==> config.mk <==
export PLATFORM = sky130hd
export DESIGN_NAME = net_evt_regs
export DESIGN_NICKNAME = d
export VERILOG_FILES = /design/src/rtl/net_evt_pkg.sv /design/src/rtl/net_evt_status.sv /design/src/rtl/net_evt_reg.sv /design/src/rtl/net_evt_regs.sv
export SDC_FILE = /design/constraint.sdc
export NUM_CORES = 1
export LEC_CHECK = 0
export CORE_MARGIN = 2
export CORE_UTILIZATION = 60
export CTS_CLUSTER_SIZE = 12
export DETAILED_ROUTE_END_ITERATION = 6
export DONT_BUFFER_PORTS = 1
export PLACE_DENSITY = 0.84
export SLEW_MARGIN = 20
export SYNTH_ARGS = -nofsm -noshare
export SYNTH_HDL_FRONTEND = slang
export SYNTH_SLANG_ARGS = --single-unit
==> constraint.sdc <==
create_clock -name clk_i -period 2.9 [get_ports clk_i]
set_clock_uncertainty 0.05 [all_clocks]
set_input_delay 0.435 -clock clk_i [delete_from_list [all_inputs] [get_ports clk_i]]
set_output_delay 0.435 -clock clk_i [all_outputs]
set_load 0.005 [all_outputs]
==> src/rtl/net_evt_pkg.sv <==
package net_evt_pkg;
  localparam int unsigned DW = 8;
  localparam int unsigned OFF_TX_ST  = 'h00;
  localparam int unsigned OFF_TX_EN  = 'h01;
  localparam int unsigned OFF_RX_ST  = 'h02;
  localparam int unsigned OFF_RX_EN  = 'h03;
  localparam int unsigned OFF_CTRL   = 'h06;
  localparam int unsigned OFF_SUMM   = 'h13;
  // bits that hold sticky state / writable enables
  localparam logic [DW-1:0] TX_STICKY = 8'hBF;
  localparam logic [DW-1:0] RX_STICKY = 8'h9F;
  localparam logic [DW-1:0] TX_EN_WR  = 8'hBE;
  localparam logic [DW-1:0] RX_EN_WR  = 8'h9F;
  localparam logic [DW-1:0] CTRL_WR   = 8'h80;
  localparam int unsigned   TX_CARRIER_BIT = 6;
endpackage

==> src/rtl/net_evt_status.sv <==
module net_evt_status #(
  parameter int unsigned W = 8,
  parameter logic [W-1:0] STICKY = '1
) (
  input  logic         clk_i,
  input  logic         rst_ni,
  input  logic         clr_en_i,
  input  logic [W-1:0] clr_i,
  input  logic [W-1:0] set_i,
  output logic [W-1:0] st_o
);
  logic [W-1:0] st_q, clr_m;

  assign clr_m = clr_en_i ? clr_i : '0;

  // set applied after clear: a coincident event is kept
  always_ff @(posedge clk_i or negedge rst_ni) begin
    if (!rst_ni) st_q <= '0;
    else         st_q <= ((st_q & ~clr_m) | set_i) & STICKY;
  end

  assign st_o = st_q;
endmodule

==> src/rtl/net_evt_reg.sv <==
module net_evt_reg #(
  parameter int unsigned W = 8,
  parameter logic [W-1:0] WMASK = '1
) (
  input  logic         clk_i,
  input  logic         rst_ni,
  input  logic         we_i,
  input  logic [W-1:0] d_i,
  output logic [W-1:0] q_o
);
  logic [W-1:0] q_q;

  always_ff @(posedge clk_i or negedge rst_ni) begin
    if (!rst_ni)   q_q <= '0;
    else if (we_i) q_q <= d_i & WMASK;
  end

  assign q_o = q_q;
endmodule

==> src/rtl/net_evt_regs.sv <==
module net_evt_regs
  import net_evt_pkg::*;
#(
  parameter int unsigned ADDR_W = 5
) (
  input  logic              clk_i,
  input  logic              rst_ni,
  input  logic              wr_en_i,
  input  logic [ADDR_W-1:0] addr_i,
  input  logic [DW-1:0]     wdata_i,
  output logic [DW-1:0]     rdata_o,
  input  logic [DW-1:0]     tx_evt_i,
  input  logic [DW-1:0]     rx_evt_i,
  input  logic              carrier_i,
  output logic              tx_irq_no,
  output logic              rx_irq_no,
  output logic              core_rst_o
);
  localparam logic [ADDR_W-1:0] A_TX_ST = ADDR_W'(OFF_TX_ST);
  localparam logic [ADDR_W-1:0] A_TX_EN = ADDR_W'(OFF_TX_EN);
  localparam logic [ADDR_W-1:0] A_RX_ST = ADDR_W'(OFF_RX_ST);
  localparam logic [ADDR_W-1:0] A_RX_EN = ADDR_W'(OFF_RX_EN);
  localparam logic [ADDR_W-1:0] A_CTRL  = ADDR_W'(OFF_CTRL);
  localparam logic [ADDR_W-1:0] A_SUMM  = ADDR_W'(OFF_SUMM);

  logic [DW-1:0] tx_st, rx_st, tx_mask, rx_mask, ctrl;
  logic [DW-1:0] tx_view;

  net_evt_status #(.W(DW), .STICKY(TX_STICKY)) u_tx_st (
    .clk_i, .rst_ni,
    .clr_en_i (wr_en_i && addr_i == A_TX_ST),
    .clr_i    (wdata_i),
    .set_i    (tx_evt_i),
    .st_o     (tx_st)
  );

  net_evt_status #(.W(DW), .STICKY(RX_STICKY)) u_rx_st (
    .clk_i, .rst_ni,
    .clr_en_i (wr_en_i && addr_i == A_RX_ST),
    .clr_i    (wdata_i),
    .set_i    (rx_evt_i),
    .st_o     (rx_st)
  );

  net_evt_reg #(.W(DW), .WMASK(TX_EN_WR)) u_tx_en (
    .clk_i, .rst_ni,
    .we_i (wr_en_i && addr_i == A_TX_EN),
    .d_i  (wdata_i),
    .q_o  (tx_mask)
  );

  net_evt_reg #(.W(DW), .WMASK(RX_EN_WR)) u_rx_en (
    .clk_i, .rst_ni,
    .we_i (wr_en_i && addr_i == A_RX_EN),
    .d_i  (wdata_i),
    .q_o  (rx_mask)
  );

  net_evt_reg #(.W(DW), .WMASK(CTRL_WR)) u_ctrl (
    .clk_i, .rst_ni,
    .we_i (wr_en_i && addr_i == A_CTRL),
    .d_i  (wdata_i),
    .q_o  (ctrl)
  );

  always_comb begin
    tx_view = tx_st;
    tx_view[TX_CARRIER_BIT] = carrier_i;
  end

  assign tx_irq_no  = ~|(tx_st & tx_mask);
  assign rx_irq_no  = ~|(rx_st & rx_mask);
  assign core_rst_o = ctrl[DW-1];

  always_comb begin
    unique case (addr_i)
      A_TX_ST: rdata_o = tx_view;
      A_TX_EN: rdata_o = tx_mask;
      A_RX_ST: rdata_o = rx_st;
      A_RX_EN: rdata_o = rx_mask;
      A_CTRL:  rdata_o = ctrl;
      A_SUMM:  rdata_o = {{(DW-2){1'b0}}, rx_irq_no, tx_irq_no};
      default: rdata_o = '0;
    endcase
  end
endmodule

==> summary.txt, run 1 <==
Status: finished clean
Fillers: 160
Top cell type by total area after synthesis: dfrtp_1
Register area: 651 sq um
Max-capacitance violation count: 0
CTS buffer count: 3
Nets@finish: 148
Clock Tree Root: clkbuf_4
CP max-delay cell: dfrtp_1
Die W: 51.2 um
First-pass DRT Iterations: 4
RR Startpoint: u_rx_en.q_o[7]$_DFFE_PN0P_
Fmax: 526 MHz
Ports: 44
WL per Instance: 20.3 um
Setup ws final: 0.999 ns
Synth Flop Type: dfrtp_1
Post-DP HPWL: 2140 um
Worst Max-Slew Pin Slew: 0.694 ns
Drt initial violations: 33
Die Y-Extent: 51.2 um
Final RePlAce weighted congestion: 0.788
Clock Latency Late Sink: 0.31 ns
Postcts setup bufs: 0
Htree depth: 1
Maximum number of pins on one net before global-route repair: 27
Final Hold Vio Count: 0
Register area share after synthesis: 48.6%
CP required: 2.41 ns
Seq cells post-synth: 26
Clock tree buffer depth: 2
Async SR Flop Fraction: 100%
Syn nets: 144
Number of synthesized flops with an enable pin: 0
Critical Path AT: 1.42 ns
Ant. Diodes: 0
Drt via density: 6.57
Synth top area cells: dfrtp_1 49%, mux2_2 7.6%, a21o_1 7.3%
Area growth, synth to finish: 6.83%
Cells along the critical path: a22oi_1 -> nand3_1 -> o21ai_0
R2r setup slk: 2.04 ns
Post-Syn Area: 1340 sq um
Worst vdd ir: 0.447 mV
CP max FO: 3
# DRC: 0
Yosys cell types: 27
I/O Buffers: 0
Place WS: 1.00 ns
Fin. max-slew vios: 0
RSZ-0062 raised after global routing: no
DR vias: 933
Syn Area/Cell: 12.0 sq um
Initial antenna violation count: 0
Layout cells sized above 1: 19.3%
Initial Utilization: 62.3%
Core area: 2150 sq um
Tcrit/Tclk final: 65.6%
Worst min-delay path class: input port to flop
Vias in the first global route: 994
First-pass GRT wire length: 4680 um
Critical path startpoint category: flop
CTS Sinks: 26
Hold Startpoint: tx_evt_i[7]
CP endpoint kind: primary output
Top-area cell type share of the netlist area: 48.6%
Power per cell area: 504 nW/um^2
Total grt overflow: 0
Cell Rows: 17
Origin of the worst setup path: u_rx_st.st_o[4]$_DFF_PN0_
Post-CTS Resized: 0
CTS tree: built
Final wirelength: 2880 um
Delay of the slowest critical-path stage: 0.43 ns
GRT Total Usage: 24.3%
Pleak: 0.548 nW
Antenna Nets Post-Route: 0
Die area: 2620 sq um
Clock transition at the registers of the reported paths: 0.14 ns
Most frequent cell after synthesis: dfrtp_1
# setup viols final: 0
Max-slew headroom: 53.6%
Footprint of the multi-input gates: 654 sq um
Clock period minus worst slack: 1.90 ns
Post-Syn Instances: 111
Synth top cells by count: 26 x dfrtp_1, 16 x nand3_1, 13 x a21o_1
Number of synthesis warnings: 0
Total Power: 0.721 mW
Final setup TNS: 0 ns
Kind of critical path: flop to primary output
-- cells by family (layout without fill, tap and decap cells) --
logic type | count (synthesis) | in the layout | share of synthesized area [%]
simple gates | 33 | 33 | 14.9
buf+inv | 7 | 10 | 2.43
mux | 21 | 21 | 20.9
compound gates | 24 | 24 | 13.2
flops | 26 | 26 | 48.6
-- critical path: cells and delay by family, from the launching register on --
family          cells  cell delay, ns
flops               1            0.43
compound gates      2            0.53
simple gates        1            0.15
-- through the flow --
| step | hold slack, ns | area [sq um] | instances | utilization, % |
|---|---|---|---|---|
| after floorplan | 0.0894 | 1340 | 111 | - |
| after global placement | 0.0899 | 1360 | 136 | 63.4 |
| after detailed placement | 0.0901 | 1360 | 136 | 63.4 |
| after CTS | 0.147 | 1430 | 142 | 66.5 |
| after global routing | 0.138 | 1430 | 142 | 66.5 |
| final | 0.152 | 1430 | 142 | 66.5 |
-- layer usage --
metal,share of wire (%),track usage (%),wire length (um),vias up
met3,5.7,4.68,163,2
li1,-,-,-,430
met5,0,0,0,-
met2,51,40.7,1460,28
met1,43,34.2,1240,473
met4,0.49,3.07,14,0
-- final timing paths --
path | depth (start not counted) | endpoint
max in group asynchronous | 2 | u_rx_st.st_o[1]$_DFF_PN0_
min in group asynchronous | 2 | u_tx_en.q_o[7]$_DFFE_PN0P_
worst max register to register | 1 | u_rx_en.q_o[7]$_DFFE_PN0P_
worst max-delay path | 3 | rdata_o[1]
worst min register to register | 1 | u_tx_st.st_o[0]$_DFF_PN0_
worst min-delay path | 1 | u_tx_st.st_o[7]$_DFF_PN0_
-- repair_timing --
| action | CTS | global route |
|---|---|---|
| endpoints found under the setup margin | 0 | 0 |
| hold buffers | 2 | 0 |
| hold endpoints to repair | 26 | 0 |
-- final cells by class --
cell class                 instances  share of cell area, %
tap                               28                   2.45
sequential                        26                   45.5
inverter                           2                  0.525
timing repair buffer               4                   3.15
multi-input combinational         78                   45.8
clock buffer                       4                   2.54
-- registers in the layout (all words and copies together), names as in the netlist --
name          count
u_ctrl.q_o        1
u_rx_st.st_o      6
u_rx_en.q_o       6
u_tx_en.q_o       6
u_tx_st.st_o      7
-- power breakdown --
group | internal [mW] | leakage [nW] | switching, mW
clock network | 0.0766 | 0.0210 | 0.102
registers | 0.399 | 0.281 | 0.0278
logic | 0.0650 | 0.246 | 0.0506
-- placed cells by master (no fill, tap or decap), types with 2 or more instances in the layout --
master    count
mux4_2        4
dfrtp_1      26
mux2i_1       2
a22oi_1       7
a21o_1       13
and2_1        3
clkbuf_4      3
nor3_1        2
mux2_1        6
nand4_1       2
o21ai_0       2
buf_4         2
inv_1         2
nand3_1      16
mux2_2        9
nor2_1        3
(Power assumes the default switching activity.)
==> run 2, diff against run 1 <==
--- a/config.mk
+++ b/config.mk
@@ -6,11 +6,11 @@
 export NUM_CORES = 1
 export LEC_CHECK = 0
 export CORE_MARGIN = 2
-export CORE_UTILIZATION = 60
+export CORE_UTILIZATION = 55
 export CTS_CLUSTER_SIZE = 12
 export DETAILED_ROUTE_END_ITERATION = 6
 export DONT_BUFFER_PORTS = 1
-export PLACE_DENSITY = 0.84
+export PLACE_DENSITY = 0.81
 export SLEW_MARGIN = 20
 export SYNTH_ARGS = -nofsm -noshare
 export SYNTH_HDL_FRONTEND = slang
==> constraint.sdc (replaced) <==
create_clock -name clk_i -period 1.5 [get_ports clk_i]
set_clock_uncertainty 0.05 [all_clocks]
set_input_delay 0.225 -clock clk_i [delete_from_list [all_inputs] [get_ports clk_i]]
set_output_delay 0.225 -clock clk_i [all_outputs]
set_load 0.005 [all_outputs]
==> summary.txt, run 2 (synthesis gave the netlist of run 1 again) <==
Fin. max-slew vios: 0
First-pass DRT Iterations: 4
Final Core Density: 77.4%
Initial Utilization: 59.3%
Most frequent cells in the layout: 26 x dfrtp_1, 21 x dlygate4sd3_1, 14 x nand3_1
Setup ws final: -0.152 ns
Worst Max-Slew Pin Slew: 0.558 ns
Tcrit/Tclk final: 110%
Die area: 2840 sq um
Layout cells sized above 1: 31.7%
Origin of the worst setup path: u_tx_st.st_o[3]$_DFF_PN0_
CP endpoint kind: primary output
Antenna Nets Post-Route: 0
Max-capacitance violation count: 0
CP max-delay cell: mux4_2
Cells along the critical path: mux4_2 -> and2_4
Die Y-Extent: 53.3 um
Clock period minus worst slack: 1.65 ns
Cell count along the critical path: 2
Pleak: 0.684 nW
Critical Path AT: 1.38 ns
I/O Buffers: 0
# DRC: 0
GRT Total Usage: 26.1%
Worst R2R Path Depth: 3
Vias in the first global route: 1075
Power per cell area: 858 nW/um^2
Drt via density: 6.46
Worst min-delay path class: input port to flop
Final RePlAce weighted congestion: 0.836
Final wirelength: 3380 um
Cell Rows: 17
Kind of critical path: flop to primary output
DR vias: 1098
Footprint of the multi-input gates: 711 sq um
CTS buffer count: 3
Area growth, synth to finish: 30.5%
Nets@finish: 176
Status: finished with violations
Initial antenna violation count: 0
Crit path capture: rdata_o[3]
RSZ-0062 raised after global routing: yes
Critical path buffers and inverters: 0
WL per Instance: 19.9 um
CP max FO: 3
Inst Count DP: 139
Clock Latency Late Sink: 0.32 ns
Place WS: 0.0536 ns
Register area: 651 sq um
Core area: 2250 sq um
CTS Sinks: 26
Failing checks: negative setup slack
Drt initial violations: 18
Total Power: 1.50 mW
Post-DP HPWL: 2090 um
Clock tree buffer depth: 2
Worst vdd ir: 0.667 mV
Reg2reg end: u_tx_st.st_o[2]$_DFF_PN0_
Max reg flops: 7
Total grt overflow: 0
Critical path startpoint category: flop
Final Hold Vio Count: 0
Ports: 44
Ant. Diodes: 0
R2r setup slk: 0.53 ns
CTS tree: built
Htree depth: 1
Clock transition at the registers of the reported paths: 0.13 ns
Max-slew headroom: 62.7%
RR Startpoint: u_tx_st.st_o[2]$_DFF_PN0_
Maximum number of pins on one net before global-route repair: 27
# setup viols final: 6
First-pass GRT wire length: 5110 um
Final cell count without fillers: 170
Delay-heaviest family, CP: multiplexers
CP required: 1.22 ns
Fmax: 605 MHz
Commonest non-fill, non-tap cell in the layout: dfrtp_1
Delay of the slowest critical-path stage: 0.46 ns
Clock Tree Root: clkbuf_4
Die W: 53.3 um
Fillers: 136
==> run 2: changes by cell type in the layout (fill, tap and decap cells not counted), moves of 2 or more <==
cell / previous run / this run
a22oi_1: 7 / 2
a22oi_2: 0 / 5
and2_1: 3 / 0
and2_4: 0 / 3
buf_4: 2 / 10
dlygate4sd3_1: 1 / 21
nand3_1: 16 / 14
nand3_2: 0 / 2
==> run 2: cell type report <==
| type | count | area share, % |
|---|---|---|
| sequential | 26 | 37.3 |
| inverter | 2 | 0.430 |
| timing repair buffer | 32 | 17.5 |
| multi-input combinational | 78 | 40.7 |
| clock buffer | 4 | 2.08 |
| tap | 28 | 2.01 |
==> run 2: power by group <==
| group | leakage, nW | total [mW] | switching [mW] | internal, mW |
|---|---|---|---|---|
| registers | 0.281 | 0.832 | 0.0608 | 0.771 |
| logic | 0.383 | 0.314 | 0.128 | 0.186 |
| clock network | 0.0210 | 0.351 | 0.202 | 0.149 |
| total | 0.684 | 1.50 | 0.391 | 1.11 |
==> run 2: repair_timing <==
action,in CTS,in global routing
hold endpoints to repair,52,0
buffers inserted,3,2
pin swaps,7,4
gates resized for setup,9,7
setup endpoints to repair,6,8
hold buffers,22,0
==> run 2: per-layer routing <==
layer	vias to the layer above	share of wire, %	GRT usage (%)
met1	564	42	32.7
met4	0	1.6	12.4
li1	483	-	-
met2	43	50	43.4
met5	-	0	0
met3	8	6.0	4.52
==> run 2: stage by stage <==
| step | setup TNS (ns) | area (sq um) | hold slack [ns] |
|---|---|---|---|
| global route | -1.24 | 1750 | 0.000246 |
| detailed placement | 0 | 1390 | -0.120 |
| CTS | -0.766 | 1700 | 0.00993 |
| floorplan | 0 | 1340 | -0.121 |
| finish | -0.821 | 1750 | 0.0249 |
| global placement | 0 | 1390 | -0.120 |
==> run 2: how the worst min path moves through the flow <==
stage               depth (start not counted)                         to        from  slack, ns
floorplan                                   0  u_ctrl.q_o[7]$_DFFE_PN0P_      rst_ni      -0.12
global placement                            0  u_ctrl.q_o[7]$_DFFE_PN0P_      rst_ni      -0.12
detailed placement                          0  u_ctrl.q_o[7]$_DFFE_PN0P_      rst_ni      -0.12
CTS                                         2  u_tx_st.st_o[1]$_DFF_PN0_  wdata_i[1]       0.01
finish                                      2  u_tx_st.st_o[7]$_DFF_PN0_  wdata_i[7]       0.02
global route                                2  u_tx_st.st_o[7]$_DFF_PN0_  wdata_i[7]     0.0002
